$ cat src/rtl/ecc_inj_pkg.sv
package ecc_inj_pkg;
    localparam int TGT_W    = 7;
    localparam int BIT_CONT = 1;
    localparam int BIT_OS   = 0;

    typedef enum logic [1:0] {
        OS_IDLE  = 2'd0,
        OS_ARMED = 2'd1,
        OS_SPENT = 2'd2
    } os_state_e;
endpackage

$ cat src/rtl/inj_ctrl_reg.sv
module inj_ctrl_reg
    import ecc_inj_pkg::*;
#(
    parameter int ADDR_W = 8,
    parameter logic [ADDR_W-1:0] REG_OFS = 'h10
) (
    input  logic              clk,
    input  logic              rst_n,
    input  logic [ADDR_W-1:0] reg_addr,
    input  logic              reg_we,
    input  logic [7:0]        reg_wdata,
    output logic [7:0]        reg_rdata,
    output logic              cont_en,
    output logic              os_en,
    output logic [TGT_W-1:0]  tgt
);
    localparam logic [ADDR_W-1:0] OFS_TGT = REG_OFS + 1'b1;

    logic hit_ctl, hit_tgt;
    assign hit_ctl = (reg_addr == REG_OFS);
    assign hit_tgt = (reg_addr == OFS_TGT);

    always_ff @(posedge clk or negedge rst_n) begin
        if (!rst_n) begin
            cont_en <= 1'b0;
            os_en   <= 1'b0;
            tgt     <= '0;
        end else if (reg_we) begin
            if (hit_ctl) begin
                cont_en <= reg_wdata[BIT_CONT];
                os_en   <= reg_wdata[BIT_OS];
            end
            if (hit_tgt) begin
                tgt <= reg_wdata[TGT_W-1:0];
            end
        end
    end

    always_comb begin
        reg_rdata = 8'h00;
        if (hit_ctl) begin
            reg_rdata[BIT_CONT] = cont_en;
            reg_rdata[BIT_OS]   = os_en;
        end else if (hit_tgt) begin
            reg_rdata[TGT_W-1:0] = tgt;
        end
    end

    // reserved bits of the control byte read as zero
    a_r1_reserved_zero: assert property (@(posedge clk) disable iff (!rst_n)
        hit_ctl |-> (reg_rdata[7:2] == 6'd0));

    // writes to foreign addresses leave the register unchanged
    a_r1_foreign_ignored: assert property (@(posedge clk) disable iff (!rst_n)
        (reg_we && !hit_ctl && !hit_tgt) |=> ($stable(cont_en) && $stable(os_en) && $stable(tgt)));
endmodule

$ cat src/rtl/inj_oneshot_fsm.sv
module inj_oneshot_fsm
    import ecc_inj_pkg::*;
(
    input  logic clk,
    input  logic rst_n,
    input  logic os_en,
    input  logic wr_hit,
    output logic os_active,
    output logic os_fire
);
    os_state_e state, state_nx;

    always_ff @(posedge clk or negedge rst_n) begin
        if (!rst_n) state <= OS_IDLE;
        else        state <= state_nx;
    end

    always_comb begin
        state_nx = state;
        unique case (state)
            OS_IDLE: begin
                if (os_en && wr_hit) state_nx = OS_SPENT;
                else if (os_en)      state_nx = OS_ARMED;
            end
            OS_ARMED: begin
                if (!os_en)      state_nx = OS_IDLE;
                else if (wr_hit) state_nx = OS_SPENT;
            end
            OS_SPENT: begin
                if (!os_en) state_nx = OS_IDLE;
            end
            default: state_nx = OS_IDLE;
        endcase
    end

    always_comb begin
        os_active = 1'b0;
        unique case (state)
            OS_IDLE:  os_active = os_en;
            OS_ARMED: os_active = os_en;
            OS_SPENT: os_active = 1'b0;
            default:  os_active = 1'b0;
        endcase
    end

    assign os_fire = os_active && wr_hit;

    // a shot never fires on two consecutive cycles
    a_r6_oneshot_once: assert property (@(posedge clk) disable iff (!rst_n)
        os_fire |=> !os_fire);

    // once spent, the machine stays spent while the enable is held
    a_r6_spent_holds: assert property (@(posedge clk) disable iff (!rst_n)
        (os_fire && os_en) |=> !os_active);
endmodule

$ cat src/rtl/inj_corrupt.sv
module inj_corrupt #(
    parameter int DATA_W = 64,
    parameter int CHK_W  = 8,
    parameter int POS_W  = 7
) (
    input  logic              inject,
    input  logic [POS_W-1:0]  tgt,
    input  logic [DATA_W-1:0] enc_data,
    input  logic [CHK_W-1:0]  enc_check,
    output logic [DATA_W-1:0] mem_data,
    output logic [CHK_W-1:0]  mem_check
);
    localparam int PAR_IDX = CHK_W - 1;

    logic [DATA_W-1:0] flip;

    for (genvar i = 0; i < DATA_W; i++) begin : g_flip
        assign flip[i] = inject && (tgt == POS_W'(i));
    end

    always_comb begin
        mem_data           = enc_data ^ flip;
        mem_check          = enc_check;
        mem_check[PAR_IDX] = enc_check[PAR_IDX] ^ inject;
    end
endmodule

$ cat src/rtl/ecc_inject_unit.sv
module ecc_inject_unit
    import ecc_inj_pkg::*;
#(
    parameter int DATA_W = 64,
    parameter int CHK_W  = 8,
    parameter int ADDR_W = 8,
    parameter logic [ADDR_W-1:0] REG_OFS = 'h10
) (
    input  logic              clk,
    input  logic              rst_n,
    input  logic [ADDR_W-1:0] reg_addr,
    input  logic              reg_we,
    input  logic [7:0]        reg_wdata,
    output logic [7:0]        reg_rdata,
    input  logic              wr_en,
    input  logic [DATA_W-1:0] enc_data,
    input  logic [CHK_W-1:0]  enc_check,
    output logic [DATA_W-1:0] mem_data,
    output logic [CHK_W-1:0]  mem_check
);
    logic             cont_en, os_en, os_active, os_fire;
    logic [TGT_W-1:0] tgt;
    logic             tgt_ok, wr_hit, inject;

    inj_ctrl_reg #(.ADDR_W(ADDR_W), .REG_OFS(REG_OFS)) u_reg (
        .clk(clk), .rst_n(rst_n), .reg_addr(reg_addr), .reg_we(reg_we),
        .reg_wdata(reg_wdata), .reg_rdata(reg_rdata),
        .cont_en(cont_en), .os_en(os_en), .tgt(tgt)
    );

    // target must land inside the data word; continuous mode overrides one-shot
    assign tgt_ok = ({25'd0, tgt} < DATA_W);
    assign wr_hit = wr_en && tgt_ok && !cont_en;

    inj_oneshot_fsm u_fsm (
        .clk(clk), .rst_n(rst_n), .os_en(os_en), .wr_hit(wr_hit),
        .os_active(os_active), .os_fire(os_fire)
    );

    assign inject = (wr_en && tgt_ok && cont_en) || os_fire;

    inj_corrupt #(.DATA_W(DATA_W), .CHK_W(CHK_W), .POS_W(TGT_W)) u_cor (
        .inject(inject), .tgt(tgt), .enc_data(enc_data), .enc_check(enc_check),
        .mem_data(mem_data), .mem_check(mem_check)
    );

    // a corrupted codeword differs in exactly two bits
    a_r4_two_bits: assert property (@(posedge clk) disable iff (!rst_n)
        inject |-> ($countones({mem_data ^ enc_data, mem_check ^ enc_check}) == 2));

    // no write, no change
    a_r9_idle_pass: assert property (@(posedge clk) disable iff (!rst_n)
        !wr_en |-> ((mem_data == enc_data) && (mem_check == enc_check)));

    // out-of-range target never corrupts
    a_r7_oob_pass: assert property (@(posedge clk) disable iff (!rst_n)
        !tgt_ok |-> ((mem_data == enc_data) && (mem_check == enc_check)));

    // continuous mode with a valid target corrupts every write
    a_r3_cont_every: assert property (@(posedge clk) disable iff (!rst_n)
        (wr_en && cont_en && tgt_ok) |-> (mem_check[CHK_W-1] != enc_check[CHK_W-1]));
endmodule

$ cat config.mk
export PLATFORM = sky130hd
export DESIGN_NAME = ecc_inject_unit
export DESIGN_NICKNAME = d
export VERILOG_FILES = /design/src/rtl/ecc_inj_pkg.sv /design/src/rtl/inj_ctrl_reg.sv /design/src/rtl/inj_oneshot_fsm.sv /design/src/rtl/inj_corrupt.sv /design/src/rtl/ecc_inject_unit.sv
export SDC_FILE = /design/constraint.sdc
export NUM_CORES = 1
export LEC_CHECK = 0
export BUFFER_PORTS_ARGS = -buffer_cell sky130_fd_sc_hd__buf_2
export CAP_MARGIN = 20
export CELL_PAD_IN_SITES_DETAIL_PLACEMENT = 1
export CELL_PAD_IN_SITES_GLOBAL_PLACEMENT = 1
export CORE_ASPECT_RATIO = 1.2
export CORE_MARGIN = 3
export CORE_UTILIZATION = 29
export DETAILED_ROUTE_END_ITERATION = 10
export PLACE_DENSITY = 0.86
export SYNTH_ARGS = -nofsm -noshare
export SYNTH_HDL_FRONTEND = slang
export SYNTH_SLANG_ARGS = --single-unit
$ cat constraint.sdc
create_clock -name clk -period 4.3 [get_ports clk]
set_input_delay 0.645 -clock clk [delete_from_list [all_inputs] [get_ports clk]]
set_output_delay 0.645 -clock clk [all_outputs]
set_load 0.05 [all_outputs]
---- Word level (Yosys, flattened, before mapping) ----
Cells that the tools add are included.
storage, ports and cells
  register bits after elaboration ......... 11
  bits of input ports ..................... 92
  output and inout bits ................... 80
  word-level logic and storage cells ...... 164
cells by class
  order comparisons ....................... 1
  equal/unequal tests ..................... 70
  mux-type cells .......................... 10
  bitwise gates (word level) .............. 2
  reduce and logical (&&, ||, !) cells .... 77
operator list
  cell                                                    count
  == test 7 x 6 -> 1 bit (second input constant)          32
  == test 7 x 5 -> 1 bit (second input constant)          16
  logical AND 1 bit                                       69
  XOR 64 bit                                              1
  == test 7 x 4 -> 1 bit (second input constant)          8
  == test 7 x 3 -> 1 bit (second input constant)          4
  == test 8 x 5 -> 1 bit (second input constant)          2
  == test 7 x 2 -> 1 bit (second input constant)          2
  2-to-1 mux 2 bit                                        6
  == test 7 x 1 -> 1 bit (second input constant)          1
  zero test 7 bit                                         1
  less-than comparator 7 bit (second input constant)      1
  2-to-1 mux 7 bit                                        1
  inequality test 3 x 2 -> 1 bit (second input constant)  2
  case mux 2 bit (3 select lines)                         1
  2-to-1 mux 5 bit                                        1
  AND reduction 2 bit                                     2
  AND reduction 3 bit                                     1
  == test 2 x 1 -> 1 bit (second input constant)          1
  == test 2 bit (second input constant)                   1
  zero test 2 bit                                         1
  inequality test 2 bit (second input constant)           1
  OR reduction 2 bit                                      1
  zero test 1 bit                                         1
  3 further kinds                                         3

---- Logic depth before layout (Yosys ltp) ----
  depth after elaboration ................. 7
  mapped depth ............................ 5
  mapped depth without buffers ............ 3

---- Cells and area by module ----
From an unflattened synthesis, not the netlist that was laid out.
unflattened totals
  cell total of the unflattened synthesis .. 213
  area, all modules ....................... 1,775.5 µm²
by module, submodules not included
  module           times used  cells each  area an instance (µm²)  seq. area each (µm²)
  inj_corrupt      1           168         1,192.4                 0.0
  inj_ctrl_reg     1           35          471.7                   225.2
  inj_oneshot_fsm  1           7           91.3                    50.0
  ecc_inject_unit  1           3           20.0                    0.0

---- Worst setup path after synthesis ----
No wires, ideal clock.
  kind .................................... input to output
  start ................................... input wr_en
  end ..................................... output mem_data[24]
  arrival time ............................ 2,150 ps
  required time ........................... 3,655 ps
  slack ................................... 1,505 ps
  stages on the path ...................... 5
  buffers on the path ..................... 2
  cell sequence ........................... nor4bb_1 > buf_2 > buf_4 > o211ai_1 > xnor2_1
on the way
  cells in the longest elaborated chain, start to end .. 6
  elaborated cells on any way between the ends .. 7
  those cells by class .................... bitwise: 1; reduce/logical: 6
RTL lines
  element                RTL line                                      source
  start: declaration     ecc_inject_unit.sv:15                         input logic wr_en,
  logical AND 1 bit (*)  ecc_inject_unit.sv:33, ecc_inject_unit.sv:40
  logical AND 1 bit      ecc_inject_unit.sv:33                         assign wr_hit = wr_en && tgt_ok && !cont_en;
  logical AND 1 bit      inj_oneshot_fsm.sv:46                         assign os_fire = os_active && wr_hit;
  logical OR 1 bit (*)   ecc_inject_unit.sv:40                         assign inject = (wr_en && tgt_ok && cont_en) || os_fire;
  logical AND 1 bit (*)  inj_corrupt.sv:18                             assign flip[i] = inject && (tgt == POS_W'(i));
  XOR 64 bit (*)         inj_corrupt.sv:22                             mem_data = enc_data ^ flip;
  end: declaration       ecc_inject_unit.sv:18                         output logic [DATA_W-1:0] mem_data,
Mark *: on every way between the ends. The rest lies on a longest branch, timed or not.

---- Worst setup path after layout ----
  start ................................... register u_reg.os_en
  end ..................................... output mem_data[63]
on the way
  cells in the longest elaborated chain, start to end .. 5
RTL lines
  element                   RTL line               source
  start: declaration        inj_ctrl_reg.sv:14     output logic os_en,
  start signal: assignment  inj_ctrl_reg.sv:31     os_en <= reg_wdata[BIT_OS];
  2-to-1 mux 1 bit          inj_oneshot_fsm.sv:38  unique case (state)
  logical AND 1 bit         inj_oneshot_fsm.sv:46
  logical OR 1 bit          ecc_inject_unit.sv:40
  logical AND 1 bit         inj_corrupt.sv:18
  XOR 64 bit                inj_corrupt.sv:22
No other way between the ends.

==> key figures <==
Timing
  – Final Hold Fails: 0
  – Actual slew at the worst max-slew pin: approximately 1.1 ns
  – RSZ-0062 raised after global routing: no
  – Relative slew slack: 0.298
  – Fmax: about 0.33 GHz
  – Slew Viols, Final: 0
  – Final setup violation count: 0
  – Final Critical Period: just over 3 ns
  – Worst setup skew after layout: ~0.0022 ns
  – Worst hold margin: ~0.27 ns
  – Period utilisation layout: 0.706
  – Setup TNS Final: 0 ns

Worst setup path
  – CP bufs+invs: 2
  – Family with the most delay on the worst path: buffers and inverters
  – Setup crit start: u_reg.os_en
  – CP Max Fanout: 34
  – Worst r2r dst: u_fsm.state[1]
  – Critical Path AT: about 2.4 ns
  – Crit path kind: flop to output pin
  – Crit. path cell count: 5
  – Crit. End Element: output pin
  – Crit path capture: mem_data[63]
  – R2R setup slack: 2.84 ns
  – Slowest library cell on the worst path: nor2b_4
  – Crit path largest cell delay: around 0.61 ns
  – Cell Chain, Critical Path: nor2b_4, buf_4, o211ai_1, xnor2_1, buf_2
  – Worst R2R Start: u_reg.cont_en
  – CP required: ~3.7 ns
  – Reg2reg path depth: 2
  – Crit start category: flop

Finish
  – Area Overhead vs Synth: 38.1%
  – N_diodes: 0
  – Share of layout cells above drive strength 1: 0.523
  – Util after Layout: 0.414
  – Most frequent cells in the layout: buf_2, xnor2_1, o211ai_1
  – Most common cell after layout, fill and taps aside: buf_2
  – Nets: around 450

Route
  – Drt drc: 0
  – DRT iter0 DRCs: 41
  – Via count: about 2200
  – Wire per inst: about 17 µm
  – Detail Route Antenna Nets: 0
  – Drt first pass iters: 4
  – WL final: approximately 7300 µm
  – Vias per inst: between 5 and 6

Pwr
  – Peak VDD IR: around 140 µV
  – Power per cell area: 178 mW/mm²
  – Static leakage: 1.23 nW

Placed design
  – RePlAce Congestion: 0.916
  – Hpwl dp: 6060 µm
  – IO buf count: approximately 160

Die
  – # IOs: 172
  – Row Count: 33
  – Die width: between 80 and 90 µm
  – Starting Density: 0.300
  – Core area: ~0.0069 mm²
  – Die Y: roughly 100 µm
  – Die ar.: ~0.0081 mm²

Clock network
  – Clk_lat worst skew: roughly 0.24 ns
  – CTS Buf Count: 3
  – Clk sinks: 11
  – Longest Clk Path Bufs: 2
  – Hold-fix buffers, CTS: 0
  – CTS tree: done
  – CTS root buf: clkbuf_8
  – Post-CTS Resized: 0
  – Setup repair bufs after CTS: 0
  – Clk slew on worst S/H paths: approximately 0.05 ns
  – H-tree Lvls: 1

Global routing
  – First-pass GRT wire length: between 10000 and 15000 µm
  – Largest net degree at the start of global routing: 70
  – Initial antenna violation count: 0
  – Vias in the first global route: 2306
  – Grt total ovfl: 0
  – Tot GR Track Use: 0.175

Synthesis
  – Number of distinct library cells after synthesis: 28
  – Mapped Nets: 320
  – Post-synthesis cell type with the largest combined area: xnor2_1
  – Yosys top cell area share: 0.277
  – Synthesized flop and latch total: 11
  – Yosys warnings: 0
  – Leading post-synthesis cells by cell area: xnor2_1, o211ai_1, dfrtp_1
  – Post-synth design cell area: a little over 0.002 mm²
  – Cell count after synthesis: about 230
  – Seq/Total Area, Yosys: 0.134
  – Mean Syn Cell Area: ~9.0 µm²

Run
  – # Max-Cap Violations: 0

Run status
  – Outcome: completed

Min path
  – Worst Hold Class: primary input to asynchronous set/reset pin
cell usage after synthesis:
| library cell | n |
|---|---|
| and4_1 | 1 |
| nor4bb_1 | 2 |
| buf_1 | 1 |
| buf_4 | 11 |
| buf_2 | 16 |
| and4bb_1 | 2 |
| and2_1 | 5 |
| o21a_1 | 2 |
| and4b_1 | 6 |
| o211ai_1 | 64 |
| nor4_4 | 1 |
| xnor2_1 | 65 |
| nor2b_1 | 2 |
| nand4b_1 | 1 |
| nor2_1 | 3 |
| mux2i_1 | 2 |
| nor4b_4 | 2 |
| and4bb_2 | 4 |
| nand2_1 | 1 |
| nand2b_1 | 1 |
| conb_1 | 1 |
| nor3_1 | 2 |
| dfrtp_1 | 11 |
| clkbuf_1 | 7 |
| nand4_2 | 1 |
| nor4b_2 | 4 |
| o21bai_1 | 1 |
| mux2_2 | 9 |
per-stage QoR:
stage               area, µm²  worst slack [ns]  total power (W)  instances
global route             2840              1.10         0.000527        441
finish                   2840              1.27         0.000504        441
floorplan                2050              1.50         0.000333        228
global placement         2790              1.41         0.000396        437
CTS                      2840              1.25         0.000510        441
detailed placement       2790              1.32         0.000404        437
logic make-up after synthesis:
kind of cell / after synthesis / share of synthesized area
AOI/OAI and AO/OA: 67 / 0.245
xor gates and xnor gates: 65 / 0.277
and+or+nand+nor: 38 / 0.189
buffers and inverters: 35 / 0.0938
muxes: 11 / 0.0591
DFF: 11 / 0.134
other: 1 / 0.00183
layout make-up:
cell class                      count  area, µm²
Clock buffer                        4       45.0
Fill cell                         865       4020
Multi-Input combinational cell    182       1620
Sequential cell                    11        277
Tap cell                           87        109
Timing Repair Buffer              157        791
how the worst min path moves through the flow:
stage / slack [ns] / end
after floorplan: 0.35 / u_fsm.state[0]
after global placement: 0.52 / u_reg.tgt[1]
after detailed placement: 0.53 / u_reg.tgt[1]
after CTS: 0.27 / u_reg.tgt[1]
after global routing: 0.29 / u_reg.cont_en
final: 0.27 / u_reg.tgt[1]
sequential cells by signal (all words and copies together) (netlist names):
| signal | count |
|---|---|
| u_reg.os_en | 1 |
| u_reg.cont_en | 1 |
| u_reg.tgt | 7 |
| u_fsm.state | 2 |
per-layer routing:
metal / share of wire / up-vias / GRT usage
met1: 0.37 / 1029 / 0.192
met2: 0.54 / 104 / 0.340
met4: 0.020 / 0 / 0.0516
li1: - / 1100 / -
met3: 0.069 / 14 / 0.0287
met5: 0 / - / 0
where the power goes:
| group | internal (W) | switching [W] | total [W] |
|---|---|---|---|
| Combinational | 0.0000865 | 0.000185 | 0.000271 |
| Clock | 0.0000650 | 0.0000381 | 0.000103 |
| Sequential | 0.000108 | 0.0000214 | 0.000129 |
| Total | 0.000260 | 0.000244 | 0.000504 |
Note: power is estimated with default switching activity, not from simulation.
